==> config.mk <==
export PLATFORM = sky130hd
export DESIGN_NAME = banked_intc
export DESIGN_NICKNAME = d
export VERILOG_FILES = /design/src/rtl/intc_pkg.sv /design/src/rtl/intc_mask_reg.sv /design/src/rtl/intc_fiq_route.sv /design/src/rtl/intc_regbus.sv /design/src/rtl/banked_intc.sv
export SDC_FILE = /design/constraint.sdc
export NUM_CORES = 1
export LEC_CHECK = 0
export BUFFER_PORTS_ARGS = -buffer_cell sky130_fd_sc_hd__buf_2
export CAP_MARGIN = 20
export CORE_MARGIN = 4
export CORE_UTILIZATION = 47
export CTS_CLUSTER_DIAMETER = 30
export DETAILED_ROUTE_END_ITERATION = 6
export PLACE_DENSITY = 0.67
export SLEW_MARGIN = 10
export SYNTH_ARGS = -nofsm -noshare
export SYNTH_HDL_FRONTEND = slang
export SYNTH_HIERARCHICAL = 1
export SYNTH_SLANG_ARGS = --single-unit
==> constraint.sdc <==
create_clock -name clk -period 4.5 [get_ports clk]
set_input_delay 0.9 -clock clk [delete_from_list [all_inputs] [get_ports clk]]
set_output_delay 0.9 -clock clk [all_outputs]
set_load 0.02 [all_outputs]
==> src/rtl/intc_pkg.sv <==
package intc_pkg;

   typedef enum logic [2:0] {
      RK_NONE,
      RK_PEND,
      RK_CTL,
      RK_EN,
      RK_DIS
   } reg_kind_e;

   typedef struct packed {
      reg_kind_e  kind;
      logic [7:0] grp;
   } reg_dec_t;

   // Word map for nb peripheral groups; group index nb is the basic group.
   function automatic reg_dec_t decode_word(input int unsigned a, input int unsigned nb);
      reg_dec_t d;
      d.kind = RK_NONE;
      d.grp  = '0;
      if (a == 0) begin
         d.kind = RK_PEND;
         d.grp  = 8'(nb);
      end else if (a <= nb) begin
         d.kind = RK_PEND;
         d.grp  = 8'(a - 1);
      end else if (a == nb + 1) begin
         d.kind = RK_CTL;
      end else if (a <= 2 * nb + 1) begin
         d.kind = RK_EN;
         d.grp  = 8'(a - nb - 2);
      end else if (a == 2 * nb + 2) begin
         d.kind = RK_EN;
         d.grp  = 8'(nb);
      end else if (a <= 3 * nb + 2) begin
         d.kind = RK_DIS;
         d.grp  = 8'(a - 2 * nb - 3);
      end else if (a == 3 * nb + 3) begin
         d.kind = RK_DIS;
         d.grp  = 8'(nb);
      end
      return d;
   endfunction

endpackage

==> src/rtl/intc_mask_reg.sv <==
module intc_mask_reg #(
   parameter int W = 32
) (
   input  logic         clk,
   input  logic         rst_n,
   input  logic         set_i,
   input  logic         clr_i,
   input  logic [W-1:0] bits_i,
   output logic [W-1:0] mask_o
);

   logic [W-1:0] mask_q;

   always_ff @(posedge clk or negedge rst_n) begin
      if (!rst_n)
         mask_q <= '0;
      else if (clr_i)
         mask_q <= mask_q & ~bits_i;
      else if (set_i)
         mask_q <= mask_q | bits_i;
   end

   assign mask_o = mask_q;

   AST_SET_STICKS: assert property (@(posedge clk) disable iff (!rst_n)
      (set_i && !clr_i) |=> ((mask_o & $past(bits_i)) == $past(bits_i)));
   AST_SET_KEEPS: assert property (@(posedge clk) disable iff (!rst_n)
      (set_i && !clr_i) |=> ((mask_o & $past(mask_o)) == $past(mask_o)));
   AST_CLR_DROPS: assert property (@(posedge clk) disable iff (!rst_n)
      clr_i |=> ((mask_o & $past(bits_i)) == '0));
   AST_IDLE_HOLDS: assert property (@(posedge clk) disable iff (!rst_n)
      (!set_i && !clr_i) |=> $stable(mask_o));

endmodule

==> src/rtl/intc_fiq_route.sv <==
module intc_fiq_route #(
   parameter int W      = 32,
   parameter int NSRC   = 96,
   parameter int SEL_W  = 7,
   parameter int EN_BIT = 7
) (
   input  logic            clk,
   input  logic            rst_n,
   input  logic            wr_i,
   input  logic            en_bit_i,
   input  logic [SEL_W-1:0] sel_bits_i,
   input  logic [NSRC-1:0] src_i,
   output logic [W-1:0]    ctl_o,
   output logic [NSRC-1:0] route_o,
   output logic            fiq_o
);

   logic             en_q;
   logic [SEL_W-1:0] sel_q;
   logic             fiq_q;

   // The number is locked while steering is on; a disabling write re-opens it.
   always_ff @(posedge clk or negedge rst_n) begin
      if (!rst_n) begin
         en_q  <= 1'b0;
         sel_q <= '0;
      end else if (wr_i) begin
         en_q <= en_bit_i;
         if (!en_q || !en_bit_i)
            sel_q <= sel_bits_i;
      end
   end

   always_comb begin
      ctl_o              = '0;
      ctl_o[SEL_W-1:0]   = sel_q;
      ctl_o[EN_BIT]      = en_q;
   end

   for (genvar s = 0; s < NSRC; s++) begin : g_route
      assign route_o[s] = en_q && (sel_q == SEL_W'(s));
   end

   always_ff @(posedge clk or negedge rst_n) begin
      if (!rst_n)
         fiq_q <= 1'b0;
      else
         fiq_q <= |(route_o & src_i);
   end

   assign fiq_o = fiq_q;

   AST_SEL_LOCK: assert property (@(posedge clk) disable iff (!rst_n)
      (wr_i && en_q && en_bit_i) |=> $stable(sel_q));
   AST_SEL_TAKE: assert property (@(posedge clk) disable iff (!rst_n)
      (wr_i && !en_bit_i) |=> (sel_q == $past(sel_bits_i)));
   AST_FIQ_IDLE: assert property (@(posedge clk) disable iff (!rst_n)
      !en_q |=> !fiq_o);

endmodule

==> src/rtl/intc_regbus.sv <==
module intc_regbus
   import intc_pkg::*;
#(
   parameter int W      = 32,
   parameter int NB     = 2,
   parameter int ADDR_W = 4,
   localparam int NG    = NB + 1
) (
   input  logic [ADDR_W-1:0] addr_i,
   input  logic              wr_i,
   input  logic [NG*W-1:0]   pend_i,
   input  logic [NG*W-1:0]   en_i,
   input  logic [W-1:0]      ctl_i,
   output logic [W-1:0]      rdata_o,
   output logic [NG-1:0]     set_o,
   output logic [NG-1:0]     clr_o,
   output logic              ctl_wr_o
);

   reg_dec_t dec;

   always_comb dec = decode_word(32'(addr_i), NB);

   for (genvar g = 0; g < NG; g++) begin : g_strobe
      assign set_o[g] = wr_i && (dec.kind == RK_EN)  && (dec.grp == 8'(g));
      assign clr_o[g] = wr_i && (dec.kind == RK_DIS) && (dec.grp == 8'(g));
   end

   assign ctl_wr_o = wr_i && (dec.kind == RK_CTL);

   always_comb begin
      rdata_o = '0;
      for (int g = 0; g < NG; g++) begin
         if (dec.grp == 8'(g)) begin
            if (dec.kind == RK_PEND)
               rdata_o = pend_i[g*W +: W];
            else if (dec.kind == RK_EN || dec.kind == RK_DIS)
               rdata_o = en_i[g*W +: W];
         end
      end
      if (dec.kind == RK_CTL)
         rdata_o = ctl_i;
   end

endmodule

==> src/rtl/banked_intc.sv <==
module banked_intc #(
   parameter int W      = 32,
   parameter int NB     = 2,
   parameter int ADDR_W = 4,
   parameter int EN_BIT = 7
) (
   input  logic              clk,
   input  logic              rst_n,
   input  logic [ADDR_W-1:0] bus_addr,
   input  logic [W-1:0]      bus_wdata,
   input  logic              bus_wr,
   output logic [W-1:0]      bus_rdata,
   input  logic [NB*W-1:0]   periph_src,
   input  logic [W-1:0]      basic_src,
   output logic              irq_o,
   output logic              fiq_o
);

   localparam int NG    = NB + 1;
   localparam int NSRC  = NG * W;
   localparam int SEL_W = $clog2(NSRC);
   localparam int NREG  = 3 * NB + 4;

   if (NB < 1 || NB > 254) begin : g_bad_nb
      $error("banked_intc: NB out of range");
   end
   if (EN_BIT >= W || EN_BIT < SEL_W) begin : g_bad_en
      $error("banked_intc: EN_BIT must lie above the select field and inside the word");
   end
   if ((1 << ADDR_W) < NREG) begin : g_bad_addr
      $error("banked_intc: ADDR_W too small for the register map");
   end

   logic [NSRC-1:0] src_all;
   logic [NSRC-1:0] en_all;
   logic [NSRC-1:0] route;
   logic [NG-1:0]   set_v;
   logic [NG-1:0]   clr_v;
   logic            ctl_wr;
   logic [W-1:0]    ctl_word;
   logic            irq_q;

   assign src_all = {basic_src, periph_src};

   intc_regbus #(.W(W), .NB(NB), .ADDR_W(ADDR_W)) u_bus (
      .addr_i   (bus_addr),
      .wr_i     (bus_wr),
      .pend_i   (src_all),
      .en_i     (en_all),
      .ctl_i    (ctl_word),
      .rdata_o  (bus_rdata),
      .set_o    (set_v),
      .clr_o    (clr_v),
      .ctl_wr_o (ctl_wr)
   );

   for (genvar g = 0; g < NG; g++) begin : g_mask
      intc_mask_reg #(.W(W)) u_mask (
         .clk    (clk),
         .rst_n  (rst_n),
         .set_i  (set_v[g]),
         .clr_i  (clr_v[g]),
         .bits_i (bus_wdata),
         .mask_o (en_all[g*W +: W])
      );
   end

   intc_fiq_route #(.W(W), .NSRC(NSRC), .SEL_W(SEL_W), .EN_BIT(EN_BIT)) u_fiq (
      .clk        (clk),
      .rst_n      (rst_n),
      .wr_i       (ctl_wr),
      .en_bit_i   (bus_wdata[EN_BIT]),
      .sel_bits_i (bus_wdata[SEL_W-1:0]),
      .src_i      (src_all),
      .ctl_o      (ctl_word),
      .route_o    (route),
      .fiq_o      (fiq_o)
   );

   always_ff @(posedge clk or negedge rst_n) begin
      if (!rst_n)
         irq_q <= 1'b0;
      else
         irq_q <= |(src_all & en_all & ~route);
   end

   assign irq_o = irq_q;

   AST_IRQ_NEEDS_ENABLE: assert property (@(posedge clk) disable iff (!rst_n)
      (en_all == '0) |=> !irq_o);
   AST_ROUTED_NOT_IRQ: assert property (@(posedge clk) disable iff (!rst_n)
      ((route != '0) && ((src_all & en_all) == route)) |=> !irq_o);
   AST_QUIET_WHEN_SILENCED: assert property (@(posedge clk) disable iff (!rst_n)
      ((en_all == '0) && (route == '0)) |=> (!irq_o && !fiq_o));

endmodule

* After elaboration in Yosys (flattened, before gate mapping) *
Index checks and enable logic that the tools add are counted.

operators by class
  bitwise operators = 11
  mux-type cells = 24
  magnitude comparators = 3
  add/sub/neg operators = 5
  equal/unequal tests = 104
  reduce and logical (&&, ||, !) cells = 118

operators with widths
  cell                                                                number
  32-bit 2-to-1 mux                                                   16
  96-bit AND                                                          3
  7-bit by 6-bit == test with 1-bit output, second input constant     32
  7-bit == test, second input constant                                32
  96-bit OR reduction                                                 2
  7-bit by 5-bit == test with 1-bit output, second input constant     16
  1-bit logical AND                                                   105
  32-bit AND                                                          3
  96-bit inverter                                                     1
  32-bit bitwise OR                                                   3
  11-bit 2-to-1 mux                                                   6
  7-bit by 4-bit == test with 1-bit output, second input constant     8
  32-bit inverter                                                     1
  7-bit by 3-bit == test with 1-bit output, second input constant     4
  8-bit by 2-bit subtractor with 8-bit output, second input constant  2
  7-bit by 2-bit == test with 1-bit output, second input constant     2
  8-bit by 1-bit == test with 1-bit output, second input constant     1
  8-bit by 2-bit == test with 1-bit output, second input constant     1
  8-bit logical NOT                                                   1
  8-bit 2-to-1 mux                                                    1
  7-bit by 1-bit == test with 1-bit output, second input constant     1
  7-bit logical NOT                                                   1
  3-bit by 2-bit == test with 1-bit output, second input constant     2
  2-bit nonzero test                                                  3
  other kinds (16)                                                    18

storage, ports and cells
  word-level logic and storage cells = 272
  output and inout bits = 34
  flip-flop bits (word level) = 106
  input bits = 135

* Logic depth before layout (Yosys ltp) *
Gate-level depths: netlist of the first run.

  depth in word-level cells = 20
  depth in mapped cells = 15
  gate-level depth less buffers = 11

* Modules after synthesis *
Netlist of the first run, hierarchy kept.

by module, submodules not included
  module          cells each  area each (sq um)  times used  seq. area each (sq um)
  intc_mask_reg   102         1169.9             3           800.8
  intc_regbus     363         2805.2             1           0.0
  intc_fiq_route  354         2252.2             1           225.2
  banked_intc     163         790.8              1           25.0

* Worst setup path before layout of the first run *
OpenSTA, ideal clock, no wires.

  path type = input to output
  from = in bus_addr[3]
  to = out bus_rdata[30]
  slack = 521 ps
  data arrival time = 3079 ps
  buffers on the path = 3
  stages = 12
  required time = 3600 ps
  cell sequence = buf_4 > inv_1 > ha_1 > buf_2 > nor2b_4 > a22oi_1 > a22o_1 > a21oi_2 > buf_6 > inv_4 > or4b_1 > nand3_1

between the ends
  longest elaborated chain between the ends = 20
  elaborated cells on any way between the ends = 38
  classes of those cells = 5 x add/sub; 3 x order compare; 9 x eq/ne; 18 x mux; 3 x reduce/logical

RTL lines
  what                                                                                                 RTL line           text
  start: declaration                                                                                   banked_intc.sv:9   input logic [ADDR_W-1:0] bus_addr,
  parallel branches: the longest is 7 deep, another holds 8-bit by 2-bit subtractor with 8-bit output  --
  11-bit 2-to-1 mux (*)                                                                                intc_pkg.sv:21     if (a == 0) begin
  3-bit by 2-bit == test with 1-bit output / 3-bit == test (equally long branches)                     intc_regbus.sv:37  else if (dec.kind == RK_EN || dec.kind == RK_DIS)
  1-bit logical OR                                                                                     intc_regbus.sv:37
  32-bit 2-to-1 mux                                                                                    intc_regbus.sv:37
  32-bit 2-to-1 mux                                                                                    intc_regbus.sv:35  if (dec.kind == RK_PEND)
  32-bit 2-to-1 mux                                                                                    intc_regbus.sv:34  if (dec.grp == 8'(g)) begin
  32-bit 2-to-1 mux                                                                                    intc_regbus.sv:37
  32-bit 2-to-1 mux                                                                                    intc_regbus.sv:35
  32-bit 2-to-1 mux                                                                                    intc_regbus.sv:34
  32-bit 2-to-1 mux                                                                                    intc_regbus.sv:37
  32-bit 2-to-1 mux                                                                                    intc_regbus.sv:35
  32-bit 2-to-1 mux                                                                                    intc_regbus.sv:34
  32-bit 2-to-1 mux (*)                                                                                intc_regbus.sv:41  if (dec.kind == RK_CTL)
  end: declaration                                                                                     banked_intc.sv:12  output logic [W-1:0] bus_rdata,

Mark *: on every way between the ends.

* Final worst setup path of the first run *
  from = in bus_addr[2]
  to = out bus_rdata[12]

The elaborated chain is that of the path after synthesis.

==> results of run 1 <==
report_power, final:
part | leakage [uW] | internal (uW) | switching (uW)
registers | 0.00131 | 1360 | 478
clock network | 0.000129 | 380 | 407
logic | 0.00323 | 891 | 1430
how the worst max path moves through the flow:
stage	startpoint	endpoint	slack, ns	cells past startpoint
final	bus_addr[2]	bus_rdata[12]	0.14	13
after global routing	bus_addr[2]	bus_rdata[14]	0.007	13
after CTS	bus_addr[3]	bus_rdata[11]	0.1	13
after detailed placement	bus_addr[3]	bus_rdata[11]	0.10	13
after global placement	bus_addr[3]	bus_rdata[14]	0.07	13
after floorplan	bus_addr[3]	bus_rdata[30]	0.52	12
synthesized netlist by cell type (9+ instances only):
cell	instances	area share
sky130_fd_sc_hd__o211ai_2	30	0.040
sky130_fd_sc_hd__buf_4	33	0.026
sky130_fd_sc_hd__nor4_1	14	0.0094
sky130_fd_sc_hd__o22a_1	33	0.031
sky130_fd_sc_hd__a21oi_1	198	0.11
sky130_fd_sc_hd__buf_2	28	0.015
sky130_fd_sc_hd__nor2b_1	10	0.0067
sky130_fd_sc_hd__inv_1	9	0.0036
sky130_fd_sc_hd__dfrtp_1	106	0.28
sky130_fd_sc_hd__nand2_1	172	0.069
sky130_fd_sc_hd__nor2_1	102	0.041
sky130_fd_sc_hd__ha_1	14	0.019
sky130_fd_sc_hd__clkbuf_1	27	0.011
sky130_fd_sc_hd__mux2i_1	68	0.073
sky130_fd_sc_hd__a22o_1	34	0.032
sky130_fd_sc_hd__buf_6	18	0.022
sky130_fd_sc_hd__a22oi_1	9	0.0072
sky130_fd_sc_hd__nand3_1	56	0.030
sky130_fd_sc_hd__and3_1	9	0.0060
sky130_fd_sc_hd__o22ai_1	51	0.034
sky130_fd_sc_hd__nand4_1	25	0.017
sky130_fd_sc_hd__nor3_1	13	0.0070
sky130_fd_sc_hd__mux2_2	11	0.013
what timing repair did:
item                       in CTS  in global routing
setup endpoints to repair       0                 32
buffers inserted                0                  2
resized for setup               0                  3
hold endpoints to repair        0                  0
routing by layer:
metal / vias to the layer above / share of wire / routed length [um]
li1: 4670 / - / -
met4: 0 / 0.047 / 2090
met5: - / 0 / 0
met1: 5211 / 0.41 / 18200
met3: 129 / 0.11 / 4920
met2: 770 / 0.43 / 19400
cells by family after synthesis:
| kind of cell | count (synthesis) | synth area share |
|---|---|---|
| multiplexers | 80 | 0.0872 |
| adder cells (fa/ha/maj) | 14 | 0.0187 |
| AO/OA/AOI/OAI | 415 | 0.300 |
| XOR/XNOR | 3 | 0.00281 |
| buffers and inverters | 120 | 0.0822 |
| other | 1 | 0.000401 |
| flip-flops | 106 | 0.283 |
| AND/OR/NAND/NOR | 447 | 0.226 |
worst max-delay path: cells and delay by family:
kind / cells / cell delay [ns]
and+or+nand+nor: 2 / 0.33
buffers and inverters: 5 / 0.94
AOI/OAI and AO/OA: 5 / 1.01
adders and majority gates: 1 / 0.27
per-stage QoR:
step	cell area, um^2	instances	setup slack, ns	util
final	10800	1610	0.139	0.552
after global routing	10800	1610	0.00683	0.552
after CTS	10800	1608	0.0981	0.551
after detailed placement	10500	1593	0.103	0.537
after global placement	10500	1593	0.0739	0.537
after floorplan	9440	1209	0.521	-
area by class of cell:
type                       instances  area share
multi-input combinational        983       0.564
clock buffer                       9      0.0209
inverter                          10     0.00371
sequential                       106       0.246
timing repair buffer             231       0.129
clock inverter                     6     0.00464
tap                              265      0.0308
==> impl_metrics.yaml, run 1 <==
outcome:
  run_status: "finished, violations left"
  failed_checks: "design-rule violations"
logic_synthesis:
  netlist_area_um2: 9360
  synth_enable_flop_cells: 0
  postSynthAreaPerCell_um2: 7.89
  synth_cells: 1186
  synthArstFlopShare: 1.00
  yosys_warnings: 6
  yosys.cell_types.count: 75
  synth_seq_area_share: 0.283
  ys_seq_elements: 106
  ys.flop_type: "sky130_fd_sc_hd__dfrtp_1"
global_route:
  grt_start_max_net_pins: 39
  groute.layer.met2.usage: 0.606
  global_route.peak_usage_layer: "met2"
  via_count_of_the_first_global_routing_pass: 10400
  grt.total_usage: 0.398
  sum_of_overflow_across_all_layers_after_global_routing: 0
  groute.layer.met1.usage: 0.555
  grt_pass1_wl_mm: 66.8
  grt_antenna_before_repair: 0
  use_met3: 0.0848
critical_path:
  crit_path_end_kind: "output port"
  stage_delay_of_the_slowest_cell_on_the_critical_path_ns: 0.33
  crit_path_top_cell_by_count: "sky130_fd_sc_hd__buf_2"
  end_of_the_worst_register_to_register_path: "irq_o"
  timing.critical_path.from_type: "primary input"
  worst_r2r_path_depth: 8
  timing.critical_path.required_ns: 3.60
  path_cells: "buf_2, inv_1, ha_1, and3_1, a22oi_1, a22o_1, a21oi_4, buf_12, a211oi_4, buf_4, nand3_1, o211ai_2, buf_2"
  crit_path_max_fanout: 14
  setup.worst_path.class: "primary input to output port"
  cp_data_arrival_time_ns: 3.46
  cell_with_the_biggest_individual_delay_on_the_critical_path: "sky130_fd_sc_hd__a22oi_1"
  r2r-start: "u_fiq/sel_q[1]"
  worst_reg2reg_setup_slack_ns: 0.74
clock_network:
  cts_inserted_buffers: 9
  holdBufCountCts: 0
  cts.sink_count: 106
  cts_max_path_buffers: 2
  cts_tree: "built"
  clk_root_buffer_cell: "sky130_fd_sc_hd__clkbuf_16"
  clock_insertion_delay_worst_skew_ns: 0.36
  clkTransAtPathRegs_ns: 0.08
  cts_max_level: 3
worst_hold_path:
  hold_class: "primary input to async pin"
layout:
  areaGrowthSynthToFinish_pct: 15.2
  insertedDiodeCount: 0
  leading_cell_types_in_the_layout_fill_and_taps_excluded: "sky130_fd_sc_hd__a21oi_1, sky130_fd_sc_hd__nand2_1, sky130_fd_sc_hd__buf_2"
  multi_input_comb_area_um2: 6080
  final_layout_size_suffix_gt1_frac: 0.231
  regArea_um2: 2650
  final_common_cell: "sky130_fd_sc_hd__a21oi_1"
  fill_cells: 1875
  finish.net_count: 1490
sta:
  finalCriticalPeriod_ns: 4.36
  hold_viol: 0
  clock-skew-final_ns: 0.00853
  timing.fmax_mhz: 229
  worst_pin_slew_ns: 1.05
  max-slew-margin-rel: 0.299
  fin_worst_hold_slack_ns: 0.468
  setup-tns-final_ns: 0
  rsz0062_at_grt: "false"
  slew_violations: 0
  period_utilisation_layout: 0.969
  setup_viol: 0
detailed_routing:
  detail_route.vias_per_cell: 6.70
  postRouteWirelength_mm: 44.6
  firstDrtPassIters: 7
  wire_per_inst_um: 27.7
  detailed_route_via_count: 10800
  drt-initial-drc-count: 1525
  route.antenna.remaining_nets: 0
  route.detailed.drc: 4
floorplan:
  ioPinCount: 169
  std_cell_rows: 51
  die_w_um: 149
  die_area_um2: 22200
  die_height_um: 149
  fp.coreArea_um2: 19500
  floorplan.initialDensity: 0.479
place:
  place_congestion: 1.11
  io_buffer_count: 168
  detailed_place_hpwl_mm: 34.8
power_and_ir_drop:
  power.leakage_uw: 0.00467
  worst_ir_drop_vdd_uv: 264
  design_power_total_uw: 4950
  powerDensity_nw_per_um2: 459
run:
  max-cap-violations: 0
Note: power is estimated with default switching activity, not from simulation.
==> run 2, diff against run 1 <==
- GPL_TIMING_DRIVEN: unset -> 0
==> impl_metrics.yaml, run 2 (synthesis gave the netlist of run 1 again) <==
outcome:
  run_status: "finished clean"
critical_path:
  timing.critical_path.required_ns: 3.60
  critical_path.top_delay_family: "buffers and inverters"
  crit_path_top_cell_by_count: "sky130_fd_sc_hd__buf_4"
  cell_with_the_biggest_individual_delay_on_the_critical_path: "sky130_fd_sc_hd__o211ai_1"
  timing.critical_path.from_type: "primary input"
  cp.buffers_inverters: 8
  path_cells: "buf_2, buf_6, clkinvlp_4, buf_4, buf_4, ha_1, nand2_1, and4_1, nor4_1, o211ai_1, buf_4, clkbuf_2, nand3_1, o211ai_2, buf_2"
  cp_data_arrival_time_ns: 3.56
  setup.worst_path.class: "primary input to output port"
  crit_path_end_kind: "output port"
  stage_delay_of_the_slowest_cell_on_the_critical_path_ns: 0.37
  crit_path_max_fanout: 10
sta:
  hold_viol: 0
  finalCriticalPeriod_ns: 4.46
  worst_pin_slew_ns: 0.940
  fin_worst_hold_slack_ns: 0.426
  clock-skew-final_ns: 0.0104
  timing.fmax_mhz: 224
  period_utilisation_layout: 0.992
  setup_viol: 0
  slew_violations: 0
  setup_ws_final_ns: 0.0361
  max-slew-margin-rel: 0.372
detailed_routing:
  detail_route.vias_per_cell: 6.93
  drt-initial-drc-count: 1762
  route.detailed.drc: 0
  route.antenna.remaining_nets: 0
  firstDrtPassIters: 5
  detailed_route_via_count: 11600
  postRouteWirelength_mm: 51.0
  wire_per_inst_um: 30.4
layout:
  insertedDiodeCount: 0
  leading_cell_types_in_the_layout_fill_and_taps_excluded: "sky130_fd_sc_hd__a21oi_1, sky130_fd_sc_hd__buf_2, sky130_fd_sc_hd__nand2_1"
  areaGrowthSynthToFinish_pct: 20.2
  finish.net_count: 1553
  fin_cells: 1674
  final_common_cell: "sky130_fd_sc_hd__a21oi_1"
  final_layout_size_suffix_gt1_frac: 0.259
global_route:
  via_count_of_the_first_global_routing_pass: 10600
  grt_antenna_before_repair: 2
  grt_start_max_net_pins: 72
  grt_pass1_wl_mm: 71.5
  grt.total_usage: 0.440
  sum_of_overflow_across_all_layers_after_global_routing: 0
power_and_ir_drop:
  clockPowerShare: 0.157
  power.leakage_uw: 0.00494
  powerDensity_nw_per_um2: 462
  netSwitchingPower_uw: 2500
  p_int_uw: 2700
  power_switching_share: 0.482
  seqPwrFrac: 0.349
  comb_power_share: 0.494
  worst_ir_drop_vdd_uv: 276
clock_network:
  cts.sink_count: 106
  holdBufCountCts: 0
  clk_root_buffer_cell: "sky130_fd_sc_hd__clkbuf_16"
  cts_tree: "built"
  cts_max_level: 3
  cts_max_path_buffers: 2
  cts_inserted_buffers: 9
  clock_insertion_delay_worst_skew_ns: 0.37
  clkTransAtPathRegs_ns: 0.08
place:
  post-place-cells: 1643
  post-place-ws_ns: -0.575
  place_congestion: 1.10
  io_buffer_count: 168
  detailed_place_hpwl_mm: 39.4
worst_hold_path:
  hold_class: "primary input to async pin"
floorplan:
  die_area_um2: 22200
  std_cell_rows: 51
  die_w_um: 149
  floorplan.initialDensity: 0.479
  ioPinCount: 169
  fp.coreArea_um2: 19500
  die_height_um: 149
run:
  max-cap-violations: 0
## run 2: cell types whose count changed in the layout (fill, tap and decap cells not counted), sizes merged
cell      change
buf          +36
clkbuf       +28
clkinv        +2
clkinvlp      +1
inv           -3
## run 2: final cells by class
| cell class | count | area, um^2 |
|---|---|---|
| fillers | 1825 | 8280 |
| multi-input cells | 983 | 6140 |
| flip-flops and latches | 106 | 2650 |
| repair buffers | 186 | 1000 |
| plain buffers | 108 | 783 |
| well taps | 265 | 332 |
| clock buffers | 10 | 239 |
| clock inverters | 6 | 51.3 |
| inverters | 10 | 47.5 |
## run 2: worst paths after layout
kind	start	end	slack (ns)	depth (start not counted)
worst max-delay path	bus_addr[3]	bus_rdata[17]	0.04	15
worst min-delay path	rst_n	async pin	0.43	1
max in group asynchronous	rst_n	async pin	3.36	2
worst min register to register	register	register	0.56	2
min in group clk	register	register	0.56	2
worst max register to register	u_fiq/sel_q[3]	irq_o	0.27	9
## run 2: metal layers
metal / GRT usage / vias to the layer above / part of all wire
li1: - / 4809 / -
met1: 0.599 / 5549 / 0.38
met2: 0.673 / 1051 / 0.44
met3: 0.0902 / 186 / 0.13
met4: 0.203 / 2 / 0.057
met5: 0 / - / 0.00027
## run 2: through the flow
stage          area, um^2  total power [uW]  TNS [ns]   util
2_1_floorplan        9440              3160         0      -
3_3_place_gp        10600              4120    -16.21  0.544
3_5_place_dp        10700              4180    -21.60  0.545
4_1_cts             11100              5020         0  0.566
5_1_grt             11200              5360    -0.303  0.576
6_report            11200              5200         0  0.576
## run 2: what timing repair did
item,CTS,global route
gates cloned,1,0
resized for setup,23,35
pin swaps,3,6
setup endpoints to repair,32,32
buffers inserted,4,12
## run 2: worst register-to-register path, delay by kind of cell, from the launching register on
family / cells / cell delay [ns]
flops: 1 / 0.35
simple gates: 6 / 2.71
buf+inv: 2 / 0.70
compound gates: 1 / 0.32
## run 2: power by group through the flow
stage / combinational (uW) / sequential, uW / clock [uW]
3_5_place_dp: 2380 / 1800 / 0
3_3_place_gp: 2350 / 1770 / 0
5_1_grt: 2660 / 1850 / 853
2_1_floorplan: 1530 / 1630 / 0
6_report: 2570 / 1810 / 817
4_1_cts: 2410 / 1780 / 823
